**src/rtl/xfn_cfg_pkg.sv**
```systemverilog
package xfn_cfg_pkg;
  localparam int REG_W     = 8;
  localparam int PIN_CNT   = 3;
  localparam int SEL_LO    = 0;
  localparam int SEL_HI    = 1;
  localparam int GATED_LO  = 2;
  localparam int GATED_HI  = 4;
  localparam int STICKY_B  = 5;
  localparam int PULLG_B   = 6;
  localparam int PULLP_B   = 7;

  typedef struct packed {
    logic loadOpen;   // bits 1:0 and 7:6
    logic loadGated;  // bits 4:2
    logic setSticky;  // bit 5 may go to 1
    logic clearAll;   // soft reset
  } regStrobe_t;
endpackage

```
**src/rtl/xfn_cfg_ctrl.sv**
```systemverilog
module xfn_cfg_ctrl
  import xfn_cfg_pkg::*;
#(
  parameter int ADDR_W = 8,
  parameter logic [ADDR_W-1:0] REG_ADDR = 8'h2C
) (
  input  logic [ADDR_W-1:0] busAddr,
  input  logic              busWrEn,
  input  logic              busByteEn,
  input  logic              softRst,
  input  logic              unlocked,
  output regStrobe_t        strobe,
  output logic              addrHit
);
  logic wrAccept;

  always_comb begin
    addrHit  = (busAddr == REG_ADDR);
    wrAccept = busWrEn && busByteEn && addrHit && !softRst;
    strobe.clearAll  = softRst;
    strobe.loadOpen  = wrAccept;
    strobe.setSticky = wrAccept;
    // unlock decision uses the stored bit, i.e. the value before this write
    strobe.loadGated = wrAccept && unlocked;
  end
endmodule

```
**src/rtl/xfn_cfg_dpath.sv**
```systemverilog
module xfn_cfg_dpath
  import xfn_cfg_pkg::*;
(
  input  logic             clk,
  input  logic             hardRstN,
  input  regStrobe_t       strobe,
  input  logic [REG_W-1:0] wrData,
  output logic [REG_W-1:0] cfgQ,
  output logic [PIN_CNT-1:0] clkPinSel,
  output logic             pluralClkMode
);
  logic [REG_W-1:0] cfgNext;
  logic [1:0]       pinCode;

  always_comb begin
    cfgNext = cfgQ;
    if (strobe.clearAll) begin
      cfgNext = '0;
    end else begin
      if (strobe.loadOpen) begin
        cfgNext[SEL_HI:SEL_LO] = wrData[SEL_HI:SEL_LO];
        cfgNext[PULLG_B]       = wrData[PULLG_B];
        cfgNext[PULLP_B]       = wrData[PULLP_B];
      end
      if (strobe.loadGated)
        cfgNext[GATED_HI:GATED_LO] = wrData[GATED_HI:GATED_LO];
      if (strobe.setSticky)
        cfgNext[STICKY_B] = cfgQ[STICKY_B] | wrData[STICKY_B];
    end
  end

  always_ff @(posedge clk or negedge hardRstN) begin
    if (!hardRstN) cfgQ <= '0;
    else           cfgQ <= cfgNext;
  end

  assign pinCode       = cfgQ[SEL_HI:SEL_LO];
  assign pluralClkMode = (pinCode != 2'b00);

  for (genvar p = 0; p < PIN_CNT; p++) begin : g_pin
    if (p == 0) begin : g_main
      assign clkPinSel[p] = (pinCode == 2'b00) || (pinCode == 2'b01);
    end else begin : g_aux
      assign clkPinSel[p] = (pinCode == 2'(p + 1));
    end
  end
endmodule

```
**src/rtl/xfn_cfg_reg.sv**
```systemverilog
module xfn_cfg_reg
  import xfn_cfg_pkg::*;
#(
  parameter int ADDR_W = 8,
  parameter logic [ADDR_W-1:0] REG_ADDR = 8'h2C
) (
  input  logic              clk,
  input  logic              hardRstN,
  input  logic              softRst,
  input  logic [ADDR_W-1:0] busAddr,
  input  logic              busWrEn,
  input  logic              busByteEn,
  input  logic [7:0]        busWrData,
  output logic [7:0]        busRdData,
  output logic [2:0]        clkPinSel,
  output logic              pluralClkMode,
  output logic              waitClkStop,
  output logic              wdtSrcPeriph,
  output logic              wdtDivStop,
  output logic              sigOutStop,
  output logic              pullGrpEn,
  output logic              pullPinEn,
  output logic              expEnable
);
  regStrobe_t       strobe;
  logic             addrHit;
  logic [REG_W-1:0] cfgQ;

  xfn_cfg_ctrl #(.ADDR_W(ADDR_W), .REG_ADDR(REG_ADDR)) u_ctrl (
    .busAddr  (busAddr),
    .busWrEn  (busWrEn),
    .busByteEn(busByteEn),
    .softRst  (softRst),
    .unlocked (cfgQ[STICKY_B]),
    .strobe   (strobe),
    .addrHit  (addrHit)
  );

  xfn_cfg_dpath u_dpath (
    .clk          (clk),
    .hardRstN     (hardRstN),
    .strobe       (strobe),
    .wrData       (busWrData),
    .cfgQ         (cfgQ),
    .clkPinSel    (clkPinSel),
    .pluralClkMode(pluralClkMode)
  );

  assign waitClkStop  = cfgQ[2];
  assign wdtSrcPeriph = cfgQ[3];
  assign wdtDivStop   = cfgQ[3];
  assign sigOutStop   = cfgQ[4];
  assign expEnable    = cfgQ[STICKY_B];
  assign pullGrpEn    = cfgQ[PULLG_B];
  assign pullPinEn    = cfgQ[PULLP_B];
  // write-only bits 7:6 return 0 here
  assign busRdData    = addrHit ? {2'b00, cfgQ[5:0]} : 8'h00;
endmodule

```
**config.mk**
```make
export PLATFORM = sky130hd
export DESIGN_NAME = xfn_cfg_reg
export DESIGN_NICKNAME = d
export VERILOG_FILES = /design/src/rtl/xfn_cfg_pkg.sv /design/src/rtl/xfn_cfg_ctrl.sv /design/src/rtl/xfn_cfg_dpath.sv /design/src/rtl/xfn_cfg_reg.sv
export SDC_FILE = /design/constraint.sdc
export NUM_CORES = 1
export LEC_CHECK = 0
export ABC_AREA = 1
export BUFFER_PORTS_ARGS = -buffer_cell sky130_fd_sc_hd__buf_4
export CORE_UTILIZATION = 39
export CTS_BUF_LIST = sky130_fd_sc_hd__clkbuf_4 sky130_fd_sc_hd__clkbuf_8
export DETAILED_ROUTE_END_ITERATION = 12
export MAX_ROUTING_LAYER = met4
export PLACE_DENSITY = 0.91
export SLEW_MARGIN = 10
export SYNTH_ARGS = -nofsm -noshare
export SYNTH_HDL_FRONTEND = slang
export SYNTH_SLANG_ARGS = --single-unit
```
**constraint.sdc**
```tcl
create_clock -name clk -period 1.89 [get_ports clk]
set_clock_uncertainty 0.1 [all_clocks]
set_input_delay 0.0945 -clock clk [delete_from_list [all_inputs] [get_ports clk]]
set_output_delay 0.0945 -clock clk [all_outputs]
set_load 0.02 [all_outputs]
```
==> results.toml <==
[layout]
registers.top_by_ff_count = "u_dpath.cfgQ"
biggestRegsByFlops = "u_dpath.cfgQ x8"
finish.utilization_pct = 76.9
antenna_cells = 0
final_layout_size_suffix_gt1_share_pct = 40.5
final_nets = 139
largest_register_ffs = 8
area_growth_syn_to_layout_pct = 76.0

[global_routing]
grt.total_usage_pct = 25.2
grt_pass1_vias = 552
grt_antenna_before_repair = 0
global_route.overflow_total = 0
grt_start_max_net_pins = 15
grt_pass1_wl_mm = 2.39

[sta]
setup_viol = 0
achievable-frequency_ghz = 0.714
rsz0062_at_grt = "no"
whs_ns = 0.00627
timing.final.crit_share_pct = 74.1
hold_viol = 0
slew_violations = 0
setup_tns_ns = 0
fin_crit_ns = 1.40

[synthesis]
sequential_area_share_after_synthesis_pct = 39.6
synthCells = 70
synth_cell_types = 15
postSynthRegisterBits = 8
post_synthesis_average_cell_area_um2 = 7.22
cell_type_with_the_highest_aggregate_area_in_the_netlist = "sky130_fd_sc_hd__dfrtp_1"
post_synth_instance_area_um2 = 505
post_synth_main_area_contributors = "sky130_fd_sc_hd__dfrtp_1 (40%), sky130_fd_sc_hd__nand3_1 (11%), sky130_fd_sc_hd__inv_1 (10%), sky130_fd_sc_hd__nand2_1 (10%), sky130_fd_sc_hd__nor2_1 (5.2%)"
synth_top_cell_area_share_pct = 39.6
ys_dominant_reg_cell = "sky130_fd_sc_hd__dfrtp_1"
number_of_enable_flip_flop_cells_after_synthesis = 0
synth.cells.most_frequent = "sky130_fd_sc_hd__inv_1 (14), sky130_fd_sc_hd__nand2_1 (14), sky130_fd_sc_hd__nand3_1 (11)"
asyncSetResetFlopFracSynth_pct = 100
ys.warnings.count = 0

[detailed_routing]
drc = 0
post_drt_via_cell_ratio = 4.77
drt_first_pass_iters = 4
ant_nets = 0
drt-wirelength-per-cell_um = 11.6
drt_first_iter_violations = 17
wl_mm = 1.50
via_count = 620

[power_and_ir_drop]
power_switching_share_pct = 24.8
comb_power_share_pct = 18.0
total_power_uw = 378
p_sw_uw = 93.8
worst_supply_voltage_drop_on_vdd_mv = 0.328
proportion_of_power_drawn_by_flip_flops_and_latches_pct = 45.3
power_leakage_uw = 0.000538
p_clk_share_pct = 36.6
p_int_uw = 284
power.density_nw_per_um2 = 425

[worst_hold_path]
timing.hold.worst.class = "input pin to register"
hold_depth = 3
launch_instance_of_the_worst_min_delay_path = "busWrData[7]"
worst_hold_endpoint = "u_dpath.cfgQ[7]"

[cts]
cts.htree.levels = 1
post_cts.resized_instances = 0
clk_root_buffer_cell = "sky130_fd_sc_hd__clkbuf_4"
cts.clk_slew.worst_paths_ns = 0.06
clock_latency_ns = 0.25
clock_tree.buffer_depth = 2
clock_sink_count = 8
number_of_clock_buffers_inserted_by_tritoncts = 3
clock_tree_from_tritoncts = "built"

[floorplanning]
core_region_area_um2 = 1160
die-height_um = 38
die_x_um = 38
num_io_pins = 40
placementRows = 12
effective_utilization_at_floorplan_pct = 43.7
dieArea_um2 = 1440

[worst_setup_path]
crit_fanout = 9
worstPathRequired_ns = 1.98
rr_endpoint = "u_dpath.cfgQ[5]"
arrival_ns = 1.49
reg2reg_from = "u_dpath.cfgQ[5]"
crit_path_end_kind = "register"
rr_worst_depth = 3
r2r_setup_slack_ns = 0.51
critPathLaunchType = "input pin"
path_class = "input pin to register"

[placed_design]
place.gp.congestion = 0.809
hpwlAfterDp_um = 948
port-buffer-count = 37

[run_status]
status = "completed"

[flow_run]
max_cap_viol_count = 0
-- worst max path at each step --
stage | from | endpoint | slack, ns | depth (start not counted)
6_report | busAddr[4] | u_dpath.cfgQ[5] | 0.49 | 9
5_1_grt | busAddr[4] | u_dpath.cfgQ[5] | 0.38 | 9
4_1_cts | u_dpath.cfgQ[5] | u_dpath.cfgQ[5] | 0.53 | 3
3_5_place_dp | busAddr[4] | u_dpath.cfgQ[0] | 0.72 | 9
3_3_place_gp | busAddr[4] | u_dpath.cfgQ[7] | 0.77 | 9
2_1_floorplan | u_dpath.cfgQ[5] | busRdData[5] | 0.79 | 2
-- timing repair --
item	4_1_cts	5_1_grt
buffers inserted	0	0
endpoints found under the hold margin	15	0
hold buffers	9	0
-- metal layers --
layer | track usage (%) | share of wire [%]
met1 | 24.5 | 35
met3 | 4.07 | 5.7
met4 | 9.82 | 0.66
met5 | - | 0
met2 | 49.1 | 59
-- through the flow --
| stage | setup slack [ns] | cell area, um2 | cells |
|---|---|---|---|
| 3_3_place_gp | 0.769 | 777 | 118 |
| 5_1_grt | 0.375 | 890 | 130 |
| 3_5_place_dp | 0.719 | 777 | 118 |
| 2_1_floorplan | 0.789 | 509 | 71 |
| 6_report | 0.490 | 890 | 130 |
| 4_1_cts | 0.530 | 890 | 130 |
-- cells by family (layout without fill, tap and decap cells) --
logic type | after synthesis | count (layout) | share of synthesized area [%]
AO/OA/AOI/OAI | 1 | 1 | 1.73
buffers and inverters | 19 | 64 | 16.6
flip-flops | 8 | 8 | 39.6
other | 1 | 2 | 0.742
AND/OR/NAND/NOR | 41 | 41 | 41.3
-- final cells by class --
type / count / area, um2
inverters: 15 / 56.3
repair buffers: 46 / 368
clock buffers: 3 / 22.5
well taps: 14 / 17.5
multi-input cells: 44 / 225
flip-flops and latches: 8 / 200
fillers: 79 / 267
-- power groups by stage --
stage                     combinational [uW]  sequential (uW)  clock (uW)
after global placement                  51.6              175           0
after floorplan                         19.7              175           0
after CTS                               66.0              171         145
after global routing                    73.3              171         149
after detailed placement                52.9              175           0
final                                   68.2              171         139
-- placed cells by master, fill, tap and decap left out --
master                           n
sky130_fd_sc_hd__nor2_1          7
sky130_fd_sc_hd__dfrtp_1         8
sky130_fd_sc_hd__inv_1          14
sky130_fd_sc_hd__nand3_1        11
sky130_fd_sc_hd__clkbuf_4        3
sky130_fd_sc_hd__conb_1          2
sky130_fd_sc_hd__nand2_2         1
sky130_fd_sc_hd__nor2_8          1
sky130_fd_sc_hd__buf_4          37
sky130_fd_sc_hd__inv_2           1
sky130_fd_sc_hd__nor2_2          2
sky130_fd_sc_hd__nand2_1        14
sky130_fd_sc_hd__dlygate4sd3_1   9
sky130_fd_sc_hd__nand2_4         1
sky130_fd_sc_hd__a21oi_2         1
sky130_fd_sc_hd__nand4_1         4
-- worst max-delay path: stages --
cell and delay [ns]:
sky130_fd_sc_hd__buf_4 0.11, sky130_fd_sc_hd__inv_1 0.05, sky130_fd_sc_hd__nand2_1 0.06, sky130_fd_sc_hd__nor2_2 0.17
sky130_fd_sc_hd__nand2_4 0.12, sky130_fd_sc_hd__nor2_8 0.17, sky130_fd_sc_hd__nand2_2 0.07, sky130_fd_sc_hd__a21oi_2 0.11
sky130_fd_sc_hd__dlygate4sd3_1 0.55
Note: power is estimated with default switching activity, not from simulation.
